## src/rtl/fpx_pkg.sv

```systemverilog
// Shared types for the deferred exception dispatch controller.
// Assumes a 4-bit decoded instruction class from the front end.
package fpx_pkg;
    localparam int CLS_W = 4;

    typedef enum logic [CLS_W-1:0] {
        CLS_ARITH  = 4'd0,
        CLS_WAIT   = 4'd1,
        CLS_PACKED = 4'd2,
        CLS_INIT   = 4'd3,
        CLS_CLEAR  = 4'd4,
        CLS_STENV  = 4'd5,
        CLS_SAVE   = 4'd6,
        CLS_STSW   = 4'd7,
        CLS_STCW   = 4'd8
    } cls_e;

    // Effect of one instruction class on the exception state
    typedef struct packed {
        logic waiting;    // must report a pending error first
        logic clr_flags;  // wipe sticky flags
        logic clr_es;     // wipe summary bit
        logic set_masks;  // mask every kind
    } cls_fx_t;
endpackage

```

## src/rtl/fpx_class_decode.sv

```systemverilog
// Turns the decoded instruction class into the set of effects it has on
// the exception state. Classes with no listed code have no effect.
module fpx_class_decode
    import fpx_pkg::*;
(
    input  logic [CLS_W-1:0] cls,
    output cls_fx_t          fx
);
    // Map each class to its effects
    always_comb begin
        fx = '0;
        case (cls)
            CLS_ARITH, CLS_WAIT, CLS_PACKED: fx.waiting = 1'b1;
            CLS_INIT, CLS_SAVE: begin
                fx.clr_flags = 1'b1;
                fx.clr_es    = 1'b1;
                fx.set_masks = 1'b1;
            end
            CLS_CLEAR: begin
                fx.clr_flags = 1'b1;
                fx.clr_es    = 1'b1;
            end
            CLS_STENV: begin
                fx.clr_es    = 1'b1;
                fx.set_masks = 1'b1;
            end
            default: fx = '0;
        endcase
    end
endmodule

```

## src/rtl/fpx_status_regs.sv

```systemverilog
// Sticky exception flags, summary bit and mask register.
// Priority: register write, then accepted discarding class, then report.
// Assumes the accept strobe already accounts for the issue stall.
module fpx_status_regs
    import fpx_pkg::*;
#(
    parameter int NUM_EXC = 6
) (
    input  logic               clk,
    input  logic               rst_n,
    input  logic               exc_valid,
    input  logic [NUM_EXC-1:0] exc_bits,
    input  logic               accept,
    input  cls_fx_t            fx,
    input  logic               sw_wr,
    input  logic               cw_wr,
    input  logic [NUM_EXC:0]   wr_data,
    output logic [NUM_EXC-1:0] flags,
    output logic               es,
    output logic [NUM_EXC-1:0] masks
);
    logic clr_flags_now;
    logic clr_es_now;
    logic unmasked_hit;

    // Decide which clear events apply this cycle
    always_comb begin
        clr_flags_now = accept && fx.clr_flags;
        clr_es_now    = accept && fx.clr_es;
        unmasked_hit  = exc_valid && (|(exc_bits & ~masks));
    end

    // One sticky flag per exception kind
    for (genvar i = 0; i < NUM_EXC; i++) begin : g_flag
        always_ff @(posedge clk) begin
            if (!rst_n) begin
                flags[i] <= 1'b0;
            end else if (sw_wr) begin
                flags[i] <= wr_data[i];
            end else if (clr_flags_now) begin
                flags[i] <= 1'b0;
            end else if (!clr_es_now && exc_valid && exc_bits[i]) begin
                flags[i] <= 1'b1;
            end
        end
    end

    // Summary error bit, set only by unmasked reports
    always_ff @(posedge clk) begin
        if (!rst_n) begin
            es <= 1'b0;
        end else if (sw_wr) begin
            es <= wr_data[NUM_EXC];
        end else if (clr_es_now) begin
            es <= 1'b0;
        end else if (unmasked_hit) begin
            es <= 1'b1;
        end
    end

    // Mask register, all kinds masked out of reset
    always_ff @(posedge clk) begin
        if (!rst_n) begin
            masks <= '1;
        end else if (cw_wr) begin
            masks <= wr_data[NUM_EXC-1:0];
        end else if (accept && fx.set_masks) begin
            masks <= '1;
        end
    end
endmodule

```

## src/rtl/fpx_trap_seq.sv

```systemverilog
// Issue hold and trap request sequencer. In native mode a waiting
// instruction that meets a pending error raises a one-cycle trap request
// and is held until the acknowledge. In external mode the instruction is
// held while the error is pending and the ignore input is low.
module fpx_trap_seq #(
    parameter int VEC_W  = 8,
    parameter int VECTOR = 16
) (
    input  logic             clk,
    input  logic             rst_n,
    input  logic             insn_valid,
    input  logic             waiting,
    input  logic             es,
    input  logic             native_mode,
    input  logic             ext_ignore,
    input  logic             trap_ack,
    output logic             issue_stall,
    output logic             trap_req,
    output logic [VEC_W-1:0] trap_vector,
    output logic             held
);
    typedef enum logic {SEQ_IDLE, SEQ_HELD} seq_e;

    seq_e state;
    logic hit;
    logic fire;

    assign trap_vector = VEC_W'(VECTOR);
    assign held        = (state == SEQ_HELD);

    // Detect a waiting instruction meeting a pending error
    always_comb begin
        hit  = insn_valid && waiting && es;
        fire = (state == SEQ_IDLE) && hit && native_mode;
        if (state == SEQ_HELD) begin
            issue_stall = !trap_ack;
        end else begin
            issue_stall = hit && (native_mode || !ext_ignore);
        end
    end

    // Hold state until the trap is acknowledged
    always_ff @(posedge clk) begin
        if (!rst_n) begin
            state <= SEQ_IDLE;
        end else if (fire) begin
            state <= SEQ_HELD;
        end else if (state == SEQ_HELD && trap_ack) begin
            state <= SEQ_IDLE;
        end
    end

    // One-cycle trap request pulse
    always_ff @(posedge clk) begin
        if (!rst_n) begin
            trap_req <= 1'b0;
        end else begin
            trap_req <= fire;
        end
    end
endmodule

```

## src/rtl/fpx_defer_ctrl.sv

```systemverilog
// Top of the deferred exception dispatch controller. Ties the class
// decoder, the status registers and the trap sequencer together and
// drives the external error pin. Assumes one offered instruction at a
// time, held on the inputs while issue_stall is high.
module fpx_defer_ctrl
    import fpx_pkg::*;
#(
    parameter int NUM_EXC = 6,
    parameter int VEC_W   = 8,
    parameter int VECTOR  = 16
) (
    input  logic               clk,
    input  logic               rst_n,
    input  logic               exc_valid,
    input  logic [NUM_EXC-1:0] exc_bits,
    input  logic               insn_valid,
    input  logic [CLS_W-1:0]   insn_class,
    input  logic               native_mode,
    input  logic               ext_ignore,
    input  logic               trap_ack,
    input  logic               sw_wr,
    input  logic               cw_wr,
    input  logic [NUM_EXC:0]   wr_data,
    output logic [NUM_EXC:0]   status_word,
    output logic [NUM_EXC-1:0] control_word,
    output logic               issue_stall,
    output logic               trap_req,
    output logic [VEC_W-1:0]   trap_vector,
    output logic               err_pin
);
    cls_fx_t            fx;
    logic [NUM_EXC-1:0] flags;
    logic               es;
    logic               accept;
    logic               seq_held;

    fpx_class_decode dec_i (
        .cls (insn_class),
        .fx  (fx)
    );

    fpx_status_regs #(.NUM_EXC(NUM_EXC)) regs_i (
        .clk       (clk),
        .rst_n     (rst_n),
        .exc_valid (exc_valid),
        .exc_bits  (exc_bits),
        .accept    (accept),
        .fx        (fx),
        .sw_wr     (sw_wr),
        .cw_wr     (cw_wr),
        .wr_data   (wr_data),
        .flags     (flags),
        .es        (es),
        .masks     (control_word)
    );

    fpx_trap_seq #(.VEC_W(VEC_W), .VECTOR(VECTOR)) seq_i (
        .clk         (clk),
        .rst_n       (rst_n),
        .insn_valid  (insn_valid),
        .waiting     (fx.waiting),
        .es          (es),
        .native_mode (native_mode),
        .ext_ignore  (ext_ignore),
        .trap_ack    (trap_ack),
        .issue_stall (issue_stall),
        .trap_req    (trap_req),
        .trap_vector (trap_vector),
        .held        (seq_held)
    );

    // Instruction acceptance, register view and external pin
    always_comb begin
        accept      = insn_valid && !issue_stall;
        status_word = {es, flags};
        err_pin     = es && !native_mode;
    end
endmodule

```

## config.mk

```make
export PLATFORM = sky130hd
export DESIGN_NAME = fpx_defer_ctrl
export DESIGN_NICKNAME = d
export VERILOG_FILES = /design/src/rtl/fpx_pkg.sv /design/src/rtl/fpx_class_decode.sv /design/src/rtl/fpx_status_regs.sv /design/src/rtl/fpx_trap_seq.sv /design/src/rtl/fpx_defer_ctrl.sv
export SDC_FILE = /design/constraint.sdc
export NUM_CORES = 1
export LEC_CHECK = 0
export ABC_CLOCK_PERIOD_IN_PS = 1900
export CAP_MARGIN = 20
export CORE_AREA = 2 2 41 43
export CTS_BUF_LIST = sky130_fd_sc_hd__clkbuf_4
export DETAILED_ROUTE_END_ITERATION = 7
export DIE_AREA = 0 0 43 45
export DONT_BUFFER_PORTS = 1
export PLACE_DENSITY = 0.69
export RECOVER_POWER = 25
export SLEW_MARGIN = 10
export SYNTH_ARGS = -nofsm -noshare
export SYNTH_HDL_FRONTEND = slang
export SYNTH_SLANG_ARGS = --single-unit
```

## constraint.sdc

```tcl
create_clock -name clk -period 1.9 [get_ports clk]
set_clock_uncertainty 0.2 [all_clocks]
set_input_delay 0.57 -clock clk [delete_from_list [all_inputs] [get_ports clk]]
set_output_delay 0.57 -clock clk [all_outputs]
set_load 0.01 [all_outputs]
```

==> flow_results.xml, run 1 <==
<?xml version="1.0" encoding="UTF-8"?>
<metrics>
  <group name="floorplanning">
    <metric name="num_rows" unit="">14</metric>
    <metric name="io-pin-count" unit="">50</metric>
    <metric name="coreArea" unit="um2">1471</metric>
    <metric name="chipHeight" unit="um">45</metric>
    <metric name="initial_utilization" unit="">0.5391</metric>
    <metric name="floorplan.die.width" unit="um">43</metric>
    <metric name="die_area" unit="um2">1935</metric>
  </group>
  <group name="setup_path">
    <metric name="worstPathBufferInverterCount" unit="">0</metric>
    <metric name="max_stage_delay" unit="ns">0.34</metric>
    <metric name="worst_setup_path_start_kind" unit="">flip-flop</metric>
    <metric name="timing.critical_path.cells" unit="">nor3b_2 &gt; and3_4 &gt; o21ai_2 &gt; nand2_2</metric>
    <metric name="criticalPathCategory" unit="">reg -&gt; out</metric>
    <metric name="worstSetupEndpointType" unit="">primary output</metric>
    <metric name="critical_path.top_delay_family" unit="">simple AND/OR/NAND/NOR gates</metric>
    <metric name="critical-path-slowest-cell" unit="">sky130_fd_sc_hd__dfxtp_2</metric>
    <metric name="critical_path_peak_fanout" unit="">2</metric>
    <metric name="worst_ep_required_time" unit="ns">1.13</metric>
    <metric name="critPathArrivalTime" unit="ns">1.09</metric>
  </group>
  <group name="finish">
    <metric name="final_layout_size_suffix_gt1_frac" unit="">0.2019</metric>
    <metric name="register_area" unit="um2">302.8</metric>
    <metric name="total_area_of_multi_input_combinational_cells" unit="um2">404.1</metric>
    <metric name="instances_no_fill" unit="">120</metric>
    <metric name="syn2layout_area_growth" unit="%">9.621</metric>
    <metric name="layout_common_cells" unit="">sky130_fd_sc_hd__inv_1 (13), sky130_fd_sc_hd__dfxtp_1 (13), sky130_fd_sc_hd__conb_1 (8)</metric>
    <metric name="num_antenna_cells" unit="">0</metric>
    <metric name="nets" unit="">131</metric>
    <metric name="num-fill-cells" unit="">136</metric>
  </group>
  <group name="grt">
    <metric name="grt_antenna_before_repair" unit="">0</metric>
    <metric name="grt.overflow.total" unit="">0</metric>
    <metric name="grt_start_max_net_pins" unit="">9</metric>
    <metric name="vias_in_the_first_global_route" unit="">559</metric>
    <metric name="grt_pass1_wl" unit="mm">2.573</metric>
    <metric name="globalRouteTotalUtil" unit="">0.1847</metric>
  </group>
  <group name="detailed_routing">
    <metric name="post_drt_via_cell_ratio" unit="">5.383</metric>
    <metric name="total_wire_length" unit="mm">1.686</metric>
    <metric name="route.detailed.drc" unit="">0</metric>
    <metric name="antenna_violating_nets_post_route" unit="">0</metric>
    <metric name="first_iter_violations" unit="">17</metric>
    <metric name="drtPass1Iterations" unit="">4</metric>
    <metric name="routed_wire_length_per_instance" unit="um">14.05</metric>
    <metric name="detailroute.via_count" unit="">646</metric>
  </group>
  <group name="yosys">
    <metric name="synth_area" unit="um2">793.3</metric>
    <metric name="avgSynthCellArea" unit="um2">8.439</metric>
    <metric name="yosys_warnings" unit="">0</metric>
    <metric name="synthFlopType" unit="">sky130_fd_sc_hd__dfxtp_1</metric>
    <metric name="synth_edf_count" unit="">0</metric>
    <metric name="dominant_cells_by_area_after_synthesis" unit="">sky130_fd_sc_hd__dfxtp_1 (38%), sky130_fd_sc_hd__buf_4 (8.5%), sky130_fd_sc_hd__a311oi_1 (6.6%)</metric>
    <metric name="asyncSetResetFlopFracSynth" unit="">0</metric>
    <metric name="netlist.top_cell.by_area" unit="">sky130_fd_sc_hd__dfxtp_1</metric>
    <metric name="ys_seq_elements" unit="">15</metric>
    <metric name="postSynthCellCount" unit="">94</metric>
    <metric name="synth_top_area_share" unit="">0.3785</metric>
    <metric name="synth.yosys.seq_area_share" unit="">0.3785</metric>
    <metric name="synthDistinctLibCells" unit="">26</metric>
  </group>
  <group name="timing">
    <metric name="layout_min_cycle_time" unit="ns">1.862</metric>
    <metric name="slew-limit-headroom" unit="">0.6575</metric>
    <metric name="timing_worst_slew_pin_value" unit="ns">0.5116</metric>
    <metric name="final_critical_path_setup_slack" unit="ns">0.03800</metric>
    <metric name="min_period_over_period" unit="">0.9800</metric>
    <metric name="setup-violations-final" unit="">0</metric>
    <metric name="grt_setup_unrepaired" unit="">yes</metric>
    <metric name="timing_max_transition_violations_final" unit="">0</metric>
    <metric name="whs" unit="ns">0.2309</metric>
    <metric name="max_freq" unit="MHz">537.1</metric>
    <metric name="finalHoldViolations" unit="">0</metric>
  </group>
  <group name="pwr">
    <metric name="pwr_density_cell" unit="nW/um2">722.2</metric>
    <metric name="power.static_leakage" unit="nW">0.3786</metric>
    <metric name="ir_worst_vdd" unit="mV">0.4151</metric>
    <metric name="post-layout-total-power" unit="uW">628.1</metric>
  </group>
  <group name="place">
    <metric name="place.gp.congestion" unit="">0.7595</metric>
    <metric name="placed_cells_incl_taps" unit="">111</metric>
    <metric name="post-dp-hpwl" unit="mm">1.337</metric>
    <metric name="port_buffers" unit="">0</metric>
    <metric name="pre_cts_slack" unit="ns">-0.005155</metric>
  </group>
  <group name="clock_tree">
    <metric name="cts.sinks" unit="">15</metric>
    <metric name="bufs_on_longest_clock_path" unit="">2</metric>
    <metric name="root_buffer" unit="">sky130_fd_sc_hd__clkbuf_4</metric>
    <metric name="cts.hold.buffers_added" unit="">0</metric>
    <metric name="worst_setup_hold_path_clk_slew" unit="ns">0.08</metric>
    <metric name="tritoncts" unit="">done</metric>
    <metric name="clk-insertion-delay-late" unit="ns">0.27</metric>
    <metric name="cts-buffers-inserted" unit="">3</metric>
    <metric name="htree_num_levels" unit="">1</metric>
  </group>
  <group name="run">
    <metric name="maxCapViolations" unit="">0</metric>
  </group>
  <group name="run_status">
    <metric name="status" unit="">complete, no violations</metric>
  </group>
  <group name="worst_hold_path">
    <metric name="hp-class" unit="">in -&gt; reg</metric>
  </group>
</metrics>
[state kept, by name, indices dropped and copies added, names as in the netlist]
register,flops
seq_i.trap_req,1
regs_i.flags,6
seq_i.held,1
regs_i.es,1
regs_i.masks,6
[cell usage after synthesis (2+ instances only)]
cell type	n
sky130_fd_sc_hd__dfxtp_1	15
sky130_fd_sc_hd__inv_1	13
sky130_fd_sc_hd__buf_4	9
sky130_fd_sc_hd__nand3_1	7
sky130_fd_sc_hd__a311oi_1	6
sky130_fd_sc_hd__nor2_1	6
sky130_fd_sc_hd__o22a_1	6
sky130_fd_sc_hd__nand2_1	5
sky130_fd_sc_hd__nor2b_1	4
sky130_fd_sc_hd__a21boi_0	2
sky130_fd_sc_hd__a21oi_1	2
sky130_fd_sc_hd__and3_1	2
sky130_fd_sc_hd__conb_1	2
sky130_fd_sc_hd__nand2b_1	2
sky130_fd_sc_hd__o21ai_0	2
[through the flow]
stage               area (um2)    util    TNS, ns
global placement         800.8  0.5442          0
floorplan                818.3       -          0
finish                   869.6  0.5910          0
global route             869.6  0.5910   -0.04411
detailed placement       800.8  0.5442  -0.005155
CTS                      868.3  0.5901          0
[logic make-up after synthesis]
logic type / after synthesis / share of synthesized area
compound gates: 25 / 0.2650
xor+xnor: 1 / 0.01104
buf+inv: 22 / 0.1467
flops: 15 / 0.3786
other cells: 2 / 0.009467
simple gates: 29 / 0.1893
[timing repair]
action,CTS,global route
resized for setup,4,3
pin swaps,1,2
setup endpoints to repair,1,1
hold endpoints to repair,0,0
buffers inserted,4,1
[power by group]
part,total [mW],switching (mW),internal (mW),leakage [nW]
Combinational,0.0858,0.0455,0.0403,0.235
Clock,0.184,0.0887,0.0957,0.0184
Sequential,0.358,0.0227,0.335,0.125
[worst paths after layout]
check	start	to	slack (ns)	depth (start not counted)
max	seq_i.held	issue_stall	0.04	4
min	wr_data[4]	regs_i.masks[4]	0.23	1
max reg2reg	regs_i.es	seq_i.trap_req	0.18	8
min reg2reg	regs_i.flags[0]	regs_i.flags[0]	0.31	2
[metal layers]
| layer | share of wire | vias to the layer above | global-route usage |
|---|---|---|---|
| li1 | - | 337 | - |
| met1 | 0.43 | 272 | 0.2350 |
| met2 | 0.43 | 35 | 0.2636 |
| met3 | 0.13 | 2 | 0.1120 |
| met4 | 0.0059 | 0 | 0.05455 |
| met5 | 0 | - | 0 |
[worst reg2reg max path, delay by kind of cell, from the launching register on]
family / cells / cell delay (ns)
AND/OR/NAND/NOR: 3 / 0.49
flip-flops: 1 / 0.33
buffers and inverters: 5 / 0.60
[area by class of cell]
type | count | share of cell area
clock buffers | 4 | 0.03453
multi-input cells | 63 | 0.4647
well taps | 16 | 0.02302
inverters | 13 | 0.05612
repair buffers | 9 | 0.07338
flip-flops and latches | 15 | 0.3482
(Power assumes the default switching activity.)
==> run 2: changes to the inputs <==
--- a/config.mk
+++ b/config.mk
@@ -14,6 +14,7 @@
 export DONT_BUFFER_PORTS = 1
 export PLACE_DENSITY = 0.69
 export RECOVER_POWER = 25
+export SETUP_SLACK_MARGIN = 0.3
 export SLEW_MARGIN = 10
 export SYNTH_ARGS = -nofsm -noshare
 export SYNTH_HDL_FRONTEND = slang
==> flow_results.xml, run 2 (synthesized netlist as in run 1, its figures left out) <==
<?xml version="1.0" encoding="UTF-8"?>
<metrics>
  <group name="floorplanning">
    <metric name="chipHeight" unit="um">45</metric>
    <metric name="coreArea" unit="um2">1471</metric>
    <metric name="num_rows" unit="">14</metric>
    <metric name="die_area" unit="um2">1935</metric>
    <metric name="floorplan.die.width" unit="um">43</metric>
    <metric name="initial_utilization" unit="">0.5391</metric>
    <metric name="io-pin-count" unit="">50</metric>
  </group>
  <group name="timing">
    <metric name="setup-violations-final" unit="">1</metric>
    <metric name="timing_max_transition_violations_final" unit="">0</metric>
    <metric name="layout_min_cycle_time" unit="ns">1.906</metric>
    <metric name="min_period_over_period" unit="">1.003</metric>
    <metric name="grt_setup_unrepaired" unit="">yes</metric>
    <metric name="finalHoldViolations" unit="">0</metric>
    <metric name="max_freq" unit="MHz">524.7</metric>
    <metric name="final_critical_path_setup_slack" unit="ns">-0.005896</metric>
    <metric name="whs" unit="ns">0.2193</metric>
    <metric name="tns" unit="ns">-0.005896</metric>
  </group>
  <group name="grt">
    <metric name="grt.overflow.total" unit="">0</metric>
    <metric name="grt_start_max_net_pins" unit="">9</metric>
    <metric name="globalRouteTotalUtil" unit="">0.1814</metric>
    <metric name="grt_antenna_before_repair" unit="">0</metric>
    <metric name="grt_pass1_wl" unit="mm">2.573</metric>
    <metric name="vias_in_the_first_global_route" unit="">570</metric>
  </group>
  <group name="finish">
    <metric name="num_antenna_cells" unit="">0</metric>
    <metric name="nets" unit="">125</metric>
    <metric name="biggestRegsByFlops" unit="">regs_i.flags (6), regs_i.masks (6)</metric>
    <metric name="syn2layout_area_growth" unit="%">12.30</metric>
    <metric name="final_layout_size_suffix_gt1_frac" unit="">0.2041</metric>
    <metric name="num-fill-cells" unit="">150</metric>
    <metric name="layout_common_cells" unit="">sky130_fd_sc_hd__inv_1 (13), sky130_fd_sc_hd__dfxtp_1 (13), sky130_fd_sc_hd__conb_1 (8)</metric>
    <metric name="register_area" unit="um2">305.3</metric>
    <metric name="total_area_of_multi_input_combinational_cells" unit="um2">460.4</metric>
  </group>
  <group name="setup_path">
    <metric name="critical-path-slowest-cell" unit="">sky130_fd_sc_hd__dfxtp_4</metric>
    <metric name="worstSetupEndpointType" unit="">primary output</metric>
    <metric name="max_stage_delay" unit="ns">0.36</metric>
    <metric name="timing.reg2reg.setup_slack" unit="ns">0.33</metric>
    <metric name="timing.critical_path.cells" unit="">nor3b_4 &gt; and3_4 &gt; o21ai_2 &gt; nand2_2</metric>
    <metric name="worst_setup_path_start_kind" unit="">flip-flop</metric>
    <metric name="criticalPathCategory" unit="">reg -&gt; out</metric>
    <metric name="critPathArrivalTime" unit="ns">1.14</metric>
    <metric name="critical_path_peak_fanout" unit="">2</metric>
    <metric name="worst_ep_required_time" unit="ns">1.13</metric>
  </group>
  <group name="detailed_routing">
    <metric name="drtPass1Iterations" unit="">4</metric>
    <metric name="routed_wire_length_per_instance" unit="um">14.88</metric>
    <metric name="total_wire_length" unit="mm">1.696</metric>
    <metric name="post_drt_via_cell_ratio" unit="">5.684</metric>
    <metric name="first_iter_violations" unit="">6</metric>
    <metric name="detailroute.via_count" unit="">648</metric>
    <metric name="route.detailed.drc" unit="">0</metric>
    <metric name="antenna_violating_nets_post_route" unit="">0</metric>
  </group>
  <group name="run_status">
    <metric name="violations_in_the_final_reports" unit="">setup timing</metric>
    <metric name="status" unit="">complete, but fails checks</metric>
  </group>
  <group name="clock_tree">
    <metric name="cts-buffers-inserted" unit="">3</metric>
    <metric name="htree_num_levels" unit="">1</metric>
    <metric name="bufs_on_longest_clock_path" unit="">2</metric>
    <metric name="cts.hold.buffers_added" unit="">0</metric>
    <metric name="clk-insertion-delay-late" unit="ns">0.28</metric>
    <metric name="cts.sinks" unit="">15</metric>
    <metric name="worst_setup_hold_path_clk_slew" unit="ns">0.08</metric>
    <metric name="root_buffer" unit="">sky130_fd_sc_hd__clkbuf_4</metric>
    <metric name="tritoncts" unit="">done</metric>
  </group>
  <group name="run">
    <metric name="maxCapViolations" unit="">0</metric>
  </group>
  <group name="pwr">
    <metric name="ir_worst_vdd" unit="mV">0.4477</metric>
    <metric name="power.static_leakage" unit="nW">0.3630</metric>
    <metric name="pwr_density_cell" unit="nW/um2">723.8</metric>
  </group>
  <group name="place">
    <metric name="place.gp.congestion" unit="">0.7711</metric>
    <metric name="port_buffers" unit="">0</metric>
    <metric name="post-dp-hpwl" unit="mm">1.369</metric>
  </group>
  <group name="worst_hold_path">
    <metric name="hp-class" unit="">in -&gt; reg</metric>
  </group>
</metrics>
-- run 2: critical path: cells and delay by family (launching register included) --
family	cells	cell delay [ns]
and+or+nand+nor	3	0.44
DFF	1	0.36
AOI/OAI and AO/OA	1	0.06
-- run 2: what timing repair did --
action,in CTS,in global routing
pin swaps,2,1
endpoints found under the setup margin,2,5
resized for setup,4,6
cloned,0,0
setup buffers,1,1
-- run 2: final cells by class --
class	instances	share of cell area
inverter	13	0.05478
multi-input combinational	63	0.5169
clock buffer	4	0.03371
timing repair buffer	3	0.02949
sequential	15	0.3427
tap	16	0.02247
-- run 2: through the flow --
step           utilization  worst slack, ns  cells  power, mW  cell area (um2)
6_report            0.6054        -0.005896    114     0.6448            890.9
5_1_grt             0.6054         -0.06554    114     0.6753            890.9
4_1_cts             0.5825        -0.007263    113     0.6458            857.1
3_5_place_dp        0.5502          0.03333    108     0.4522            809.5
3_3_place_gp        0.5502          0.04819    108     0.4504            809.5
2_1_floorplan            -          0.06220    100     0.4496            849.6
-- run 2: per-layer routing --
metal / track usage / part of all wire / vias up
li1: - / - / 324
met1: 0.2550 / 0.43 / 283
met5: 0 / 0 / -
met2: 0.2606 / 0.44 / 37
met3: 0.09200 / 0.12 / 4
met4: 0.01818 / 0.0071 / 0
-- run 2: path summary, 6_finish.rpt --
| kind | startpoint | endpoint | cells past startpoint |
|---|---|---|---|
| worst max-delay path | seq_i.held | issue_stall | 4 |
| worst min-delay path | native_mode | seq_i.held | 2 |
| worst max register to register | seq_i.held | regs_i.flags[4] | 4 |
| worst min register to register | regs_i.flags[5] | regs_i.flags[5] | 2 |
-- run 2: power by group --
| group | internal [mW] | total (mW) | switching [mW] |
|---|---|---|---|
| Sequential | 0.334 | 0.357 | 0.0233 |
| Clock | 0.0957 | 0.194 | 0.0981 |
| Combinational | 0.0437 | 0.0937 | 0.0500 |
| Total | 0.473 | 0.645 | 0.171 |
